**src/rtl/wt_pkg.sv**
```systemverilog
package wt_pkg;
  localparam int unsigned WT_CNT_W     = 15;
  localparam int unsigned WT_SEL_W     = 3;
  localparam int unsigned WT_BASE_BIT  = 7;
  localparam int unsigned WT_NUM_CODES = 7;
  localparam int unsigned WT_TAP_BIT   = 14;

  typedef logic [WT_SEL_W-1:0] wt_sel_t;
endpackage

```
**src/rtl/wt_counter.sv**
```systemverilog
module wt_counter #(
  parameter int unsigned CNT_W     = wt_pkg::WT_CNT_W,
  parameter int unsigned BASE_BIT  = wt_pkg::WT_BASE_BIT,
  parameter int unsigned NUM_CODES = wt_pkg::WT_NUM_CODES,
  parameter int unsigned TAP_BIT   = wt_pkg::WT_TAP_BIT
) (
  input  logic                 clk_i,
  input  logic                 rst_ni,
  input  logic                 tick_i,
  input  logic                 clr_i,
  output logic [NUM_CODES-1:0] wrap_o,
  output logic                 tap_o
);
  localparam int unsigned CHAIN_W = BASE_BIT + NUM_CODES;
  localparam logic [CNT_W-1:0] ONE = {{(CNT_W-1){1'b0}}, 1'b1};

  logic [CNT_W-1:0]   cnt_q;
  logic [CHAIN_W-1:0] all_ones;
  logic               advance;

  assign advance = tick_i && !clr_i;

  // all_ones[k]: bits k..0 are all set, so the next advance carries out of bit k
  assign all_ones[0] = cnt_q[0];
  for (genvar k = 1; k < CHAIN_W; k++) begin : g_chain
    assign all_ones[k] = all_ones[k-1] & cnt_q[k];
  end

  for (genvar c = 0; c < NUM_CODES; c++) begin : g_wrap
    assign wrap_o[c] = advance & all_ones[BASE_BIT+c];
  end

  always_ff @(posedge clk_i or negedge rst_ni) begin
    if (!rst_ni)      cnt_q <= '0;
    else if (clr_i)   cnt_q <= '0;
    else if (tick_i)  cnt_q <= cnt_q + ONE;
  end

  assign tap_o = cnt_q[TAP_BIT];

  p_clear_zero_r8: assert property (@(posedge clk_i) disable iff (!rst_ni)
    clr_i |=> (cnt_q == '0));
  p_idle_hold_r2: assert property (@(posedge clk_i) disable iff (!rst_ni)
    (!tick_i && !clr_i) |=> $stable(cnt_q));
  p_step_one_r2: assert property (@(posedge clk_i) disable iff (!rst_ni)
    (tick_i && !clr_i) |=> (cnt_q == $past(cnt_q) + ONE));
endmodule

```
**src/rtl/wt_tap_sel.sv**
```systemverilog
module wt_tap_sel #(
  parameter int unsigned SEL_W     = wt_pkg::WT_SEL_W,
  parameter int unsigned NUM_CODES = wt_pkg::WT_NUM_CODES
) (
  input  logic                 clk_i,
  input  logic                 rst_ni,
  input  logic [SEL_W-1:0]     sel_i,
  input  logic [NUM_CODES-1:0] wrap_i,
  output logic                 event_o
);
  logic [NUM_CODES-1:0] hit;

  for (genvar c = 0; c < NUM_CODES; c++) begin : g_code
    assign hit[c] = (sel_i == SEL_W'(c)) && wrap_i[c];
  end

  assign event_o = |hit;

  p_single_hit_r3: assert property (@(posedge clk_i) disable iff (!rst_ni)
    $onehot0(hit));
  p_reserved_quiet_r4: assert property (@(posedge clk_i) disable iff (!rst_ni)
    (sel_i >= SEL_W'(NUM_CODES)) |-> !event_o);
endmodule

```
**src/rtl/wt_flag.sv**
```systemverilog
module wt_flag (
  input  logic clk_i,
  input  logic rst_ni,
  input  logic set_i,
  input  logic clr_i,
  input  logic en_i,
  output logic flag_o,
  output logic irq_o
);
  logic flag_q;

  // a new event outranks a software clear landing on the same edge
  always_ff @(posedge clk_i or negedge rst_ni) begin
    if (!rst_ni)     flag_q <= 1'b0;
    else if (set_i)  flag_q <= 1'b1;
    else if (clr_i)  flag_q <= 1'b0;
  end

  assign flag_o = flag_q;
  assign irq_o  = flag_q & en_i;

  p_set_wins_r6: assert property (@(posedge clk_i) disable iff (!rst_ni)
    set_i |=> flag_q);
  p_w1c_clears_r5: assert property (@(posedge clk_i) disable iff (!rst_ni)
    (clr_i && !set_i) |=> !flag_q);
  p_flag_holds_r5: assert property (@(posedge clk_i) disable iff (!rst_ni)
    (!clr_i && !set_i) |=> $stable(flag_q));
endmodule

```
**src/rtl/wt_watch_timer.sv**
```systemverilog
module wt_watch_timer #(
  parameter int unsigned CNT_W     = wt_pkg::WT_CNT_W,
  parameter int unsigned SEL_W     = wt_pkg::WT_SEL_W,
  parameter int unsigned BASE_BIT  = wt_pkg::WT_BASE_BIT,
  parameter int unsigned NUM_CODES = wt_pkg::WT_NUM_CODES,
  parameter int unsigned TAP_BIT   = wt_pkg::WT_TAP_BIT
) (
  input  logic             clk_i,
  input  logic             rst_ni,
  input  logic             sub_tick_i,
  input  logic [SEL_W-1:0] ivl_sel_i,
  input  logic             irq_en_i,
  input  logic             flag_w1c_i,
  input  logic             cnt_clr_i,
  output logic             irq_o,
  output logic             flag_o,
  output logic             tap_o
);
  logic [NUM_CODES-1:0] wrap;
  logic                 ivl_event;

  wt_counter #(
    .CNT_W(CNT_W), .BASE_BIT(BASE_BIT), .NUM_CODES(NUM_CODES), .TAP_BIT(TAP_BIT)
  ) u_cnt (
    .clk_i(clk_i), .rst_ni(rst_ni), .tick_i(sub_tick_i), .clr_i(cnt_clr_i),
    .wrap_o(wrap), .tap_o(tap_o)
  );

  wt_tap_sel #(.SEL_W(SEL_W), .NUM_CODES(NUM_CODES)) u_sel (
    .clk_i(clk_i), .rst_ni(rst_ni), .sel_i(ivl_sel_i), .wrap_i(wrap),
    .event_o(ivl_event)
  );

  wt_flag u_flag (
    .clk_i(clk_i), .rst_ni(rst_ni), .set_i(ivl_event), .clr_i(flag_w1c_i),
    .en_i(irq_en_i), .flag_o(flag_o), .irq_o(irq_o)
  );

  p_no_event_on_clear_r8: assert property (@(posedge clk_i) disable iff (!rst_ni)
    (cnt_clr_i && !flag_o) |=> !flag_o);
  p_en_keeps_flag_r7: assert property (@(posedge clk_i) disable iff (!rst_ni)
    (!ivl_event && !flag_w1c_i) |=> (flag_o == $past(flag_o)));
endmodule

```
**config.mk**
```make
export PLATFORM = sky130hd
export DESIGN_NAME = wt_watch_timer
export DESIGN_NICKNAME = d
export VERILOG_FILES = /design/src/rtl/wt_pkg.sv /design/src/rtl/wt_counter.sv /design/src/rtl/wt_tap_sel.sv /design/src/rtl/wt_flag.sv /design/src/rtl/wt_watch_timer.sv
export SDC_FILE = /design/constraint.sdc
export NUM_CORES = 1
export LEC_CHECK = 0
export BUFFER_PORTS_ARGS = -buffer_cell sky130_fd_sc_hd__buf_2
export CAP_MARGIN = 20
export CORE_MARGIN = 3
export CORE_UTILIZATION = 56
export CTS_CLUSTER_SIZE = 14
export DETAILED_ROUTE_END_ITERATION = 8
export GPL_ROUTABILITY_DRIVEN = 1
export GPL_TIMING_DRIVEN = 0
export PLACE_DENSITY = 0.77
export SLEW_MARGIN = 20
export SYNTH_ARGS = -nofsm -noshare
export SYNTH_HDL_FRONTEND = slang
export SYNTH_HIERARCHICAL = 1
export SYNTH_SLANG_ARGS = --single-unit
```
**constraint.sdc**
```tcl
create_clock -name clk_i -period 2.9 [get_ports clk_i]
set_input_delay 0.29 -clock clk_i [delete_from_list [all_inputs] [get_ports clk_i]]
set_output_delay 0.29 -clock clk_i [all_outputs]
set_load 0.01 [all_outputs]
```
==> reports/metrics.csv <==
stage,metric,value,unit
run_status,status,"complete, no violations",
clock_tree,"Reg clk slew, reported paths",0.10,ns
drt,DRT Pass-1 Iters,4,
clock_tree,Post-CTS Setup Repair Bufs,0,
critical_path,Setup CP Type,reg2reg,
worst_hold_path,Hold Path Depth,3,
power,power density cells,329,nW/um^2
drt,Wirelength per Cell,13.4,microns
finish,post-route cell area,1140,sq um
clock_tree,clock latency on the worst-skew pair,0.28,ns
floorplan,Die Wd,48.8,microns
critical_path,CP cell instances,ha_1 > ha_1 > nand4b_1 > nor3_2 > and4_1 > mux4_2 > mux2_2 > a21o_1,
finish,nets@finish,124,
synthesis,Synth Instances,97,
critical_path,critical path launch point type,register,
synthesis,Netlist cell types,34,
floorplan,overall die height,48.8,microns
critical_path,Critical Path AT,2.54,ns
sta,RSZ-0062 raised after global routing,no,
synthesis,Mapped Area,1020,sq um
sta,TNS Setup,0,ns
grt,first-pass GRT wire length,3.26,mm
critical_path,most frequent cell on the critical path,ha_1,
floorplan,CORE AREA,1610,sq um
drt,DR vias,783,
grt,antenna violations before repair,0,
critical_path,RR Startpoint,u_cnt/cnt_q[1],
finish,synth-to-layout area growth,11.0,%
critical_path,CP peak stage delay,0.45,ns
drt,drt drc,0,
critical_path,critical path's slowest cell,mux4_2,
worst_hold_path,hold_sp,flag_w1c_i,
sta,final setup fails,0,
critical_path,Crit Path Max Fanout,4,
drt,Post-DRT Antenna Nets,0,
critical_path,critical path required time,3.07,ns
sta,Final Hold Viols,0,
critical_path,reg2reg setup slack,0.53,ns
synthesis,Async SR Flop Fraction,100,%
floorplan,total I/O pin count,12,
drt,Routed WL,1.81,mm
run,max_cap viols,0,
place,Final HPWL DP,1.34,mm
sta,Max Fclk,422,MHz
floorplan,std cell rows,14,
clock_tree,maximum buffer depth of the clock tree,2,
grt,vias in the first global route,770,
place,IO Port Bufs,10,
synthesis,Synthesized Nets,108,
grt,largest net degree at the start of global routing,17,
grt,GR Util All Layers,16.9,%
power,P_leak,0.535,nW
critical_path,Crit. End Element,register,
sta,fin crit share,81.7,%
power,peak supply drop,0.232,mV
worst_hold_path,Hold EP,u_flag/flag_o,
place,placed inst area,1100,sq um
clock_tree,H-tree levels,1,
finish,register area,400,sq um
sta,max-slew violation count,0,
finish,multi-input logic area,578,sq um
critical_path,r2r endpoint,u_flag/flag_o,
synthesis,syn_area_per_cell,10.6,sq um
place,GPL Wtd Cong,0.812,
floorplan,Die ar.,2380,sq um
finish,layout cells sized above 1,24.3,%
drt,DR iter-0 viols,10,
synthesis,number of synthesized flops with an enable pin,0,
grt,total gr overflow,0,
synthesis,#FFs+latches synth,16,
sta,headroom to the max-slew limit,70.7,%
clock_tree,CTS tree,done,
worst_hold_path,worst min-delay path class,in2reg,
synthesis,YS warnings,6,
clock_tree,Post-CTS Resized,0,
clock_tree,cts bufs inserted,3,
synthesis,post-synthesis sequential area ratio,39.1,%
clock_tree,clk root buf,clkbuf_4,
synthesis,most used flip-flop cell after synthesis,dfrtp_1,
clock_tree,"Hold-fix buffers, CTS",1,
finish,Fillers,150,
finish,diode count,0,
floorplan,Initial Util,63.5,%
sta,worst slew pin tran,0.439,ns
critical_path,Reg2Reg Depth,8,
sta,Clock Skews,0.0127,ns
clock_tree,# clock sinks,16,
sta,minimum clock period,2.37,ns
drt,Vias/cell,5.80,
[synthesized netlist by cell type (3+ instances only)]
| master | number | area, sq um |
|---|---|---|
| dfrtp_1 | 16 | 400 |
| o31ai_1 | 3 | 22.5 |
| nor4_1 | 3 | 18.8 |
| mux2_1 | 4 | 45.0 |
| a21oi_1 | 5 | 25.0 |
| nor2_1 | 11 | 41.3 |
| nand2_1 | 3 | 11.3 |
| xnor2_1 | 3 | 26.3 |
| inv_1 | 3 | 11.3 |
| or4_1 | 3 | 22.5 |
| mux2i_1 | 3 | 30.0 |
| nor2b_1 | 5 | 31.3 |
| o21ai_0 | 3 | 15.0 |
[power breakdown]
part	switching, mW	internal [mW]	leakage [nW]
combinational	0.0171	0.0125	0.299
clock	0.0659	0.0481	0.0138
sequential	0.00415	0.226	0.222
total	0.0872	0.286	0.535
[critical path: cells and delay by family, from the launching register on]
| kind | cells | cell delay [ns] |
|---|---|---|
| fa+ha+maj | 2 | 0.45 |
| flops | 1 | 0.43 |
| simple gates | 3 | 0.51 |
| compound gates | 1 | 0.15 |
| mux | 2 | 0.72 |
[layout by cell type (no fill, tap or decap), types with 3 or more instances in the layout]
master,instances
dfrtp_1,16
nor2_1,11
buf_2,10
a21oi_1,5
nor2b_1,5
mux2_1,4
clkbuf_4,3
inv_1,3
nand2_1,3
nor4_1,3
o31ai_1,3
or4_1,3
o21ai_0,3
xnor2_1,3
mux2i_1,3
[registers in the layout, summed over array words and instances, names as in the netlist]
signal	flops
u_cnt/cnt_q	15
u_flag/flag_o	1
[metal layers]
layer | global-route usage [%] | wire, microns
met4 | 6.16 | 10
met1 | 23.2 | 853
met5 | 0 | 0
met2 | 26.9 | 854
met3 | 2.45 | 89
[per-stage QoR]
stage,setup WS (ns),total power [mW],util (%),cells,hold slack [ns]
after floorplan,0.678,0.250,-,97,-0.00559
after global placement,0.577,0.263,68.5,131,0.224
after detailed placement,0.547,0.264,68.5,131,0.229
after CTS,0.524,0.379,70.5,135,0.277
after global routing,0.411,0.395,70.5,135,0.291
final,0.530,0.374,70.5,135,0.286
[worst max path at each step]
| stage | start | end | slack (ns) |
|---|---|---|---|
| 2_1_floorplan | u_cnt/cnt_q[1] | u_flag/flag_o | 0.68 |
| 3_3_place_gp | u_cnt/cnt_q[1] | u_flag/flag_o | 0.58 |
| 3_5_place_dp | u_cnt/cnt_q[1] | u_flag/flag_o | 0.55 |
| 4_1_cts | u_cnt/cnt_q[1] | u_flag/flag_o | 0.52 |
| 5_1_grt | u_cnt/cnt_q[1] | u_flag/flag_o | 0.41 |
| 6_report | u_cnt/cnt_q[1] | u_flag/flag_o | 0.53 |
[layout make-up]
cell class | instances | share of cell area [%]
multi-input cells | 72 | 50.9
plain buffers | 5 | 2.64
flip-flops and latches | 16 | 35.2
clock buffers | 3 | 1.98
inverters | 4 | 1.32
well taps | 24 | 2.64
repair buffers | 11 | 5.29
[cells by family (layout without fill, tap and decap cells)]
kind of cell    count (synthesis)  after routing  share of synthesized area, %
compound gates                 12             12                          6.85
xor+xnor                        3              3                          2.57
fa+ha+maj                       2              2                          2.44
buf+inv                         9             23                          4.40
flops                          16             16                          39.1
mux                            10             10                          11.7
simple gates                   45             45                          32.9
No activity file was read; power rests on OpenSTA's default activity.
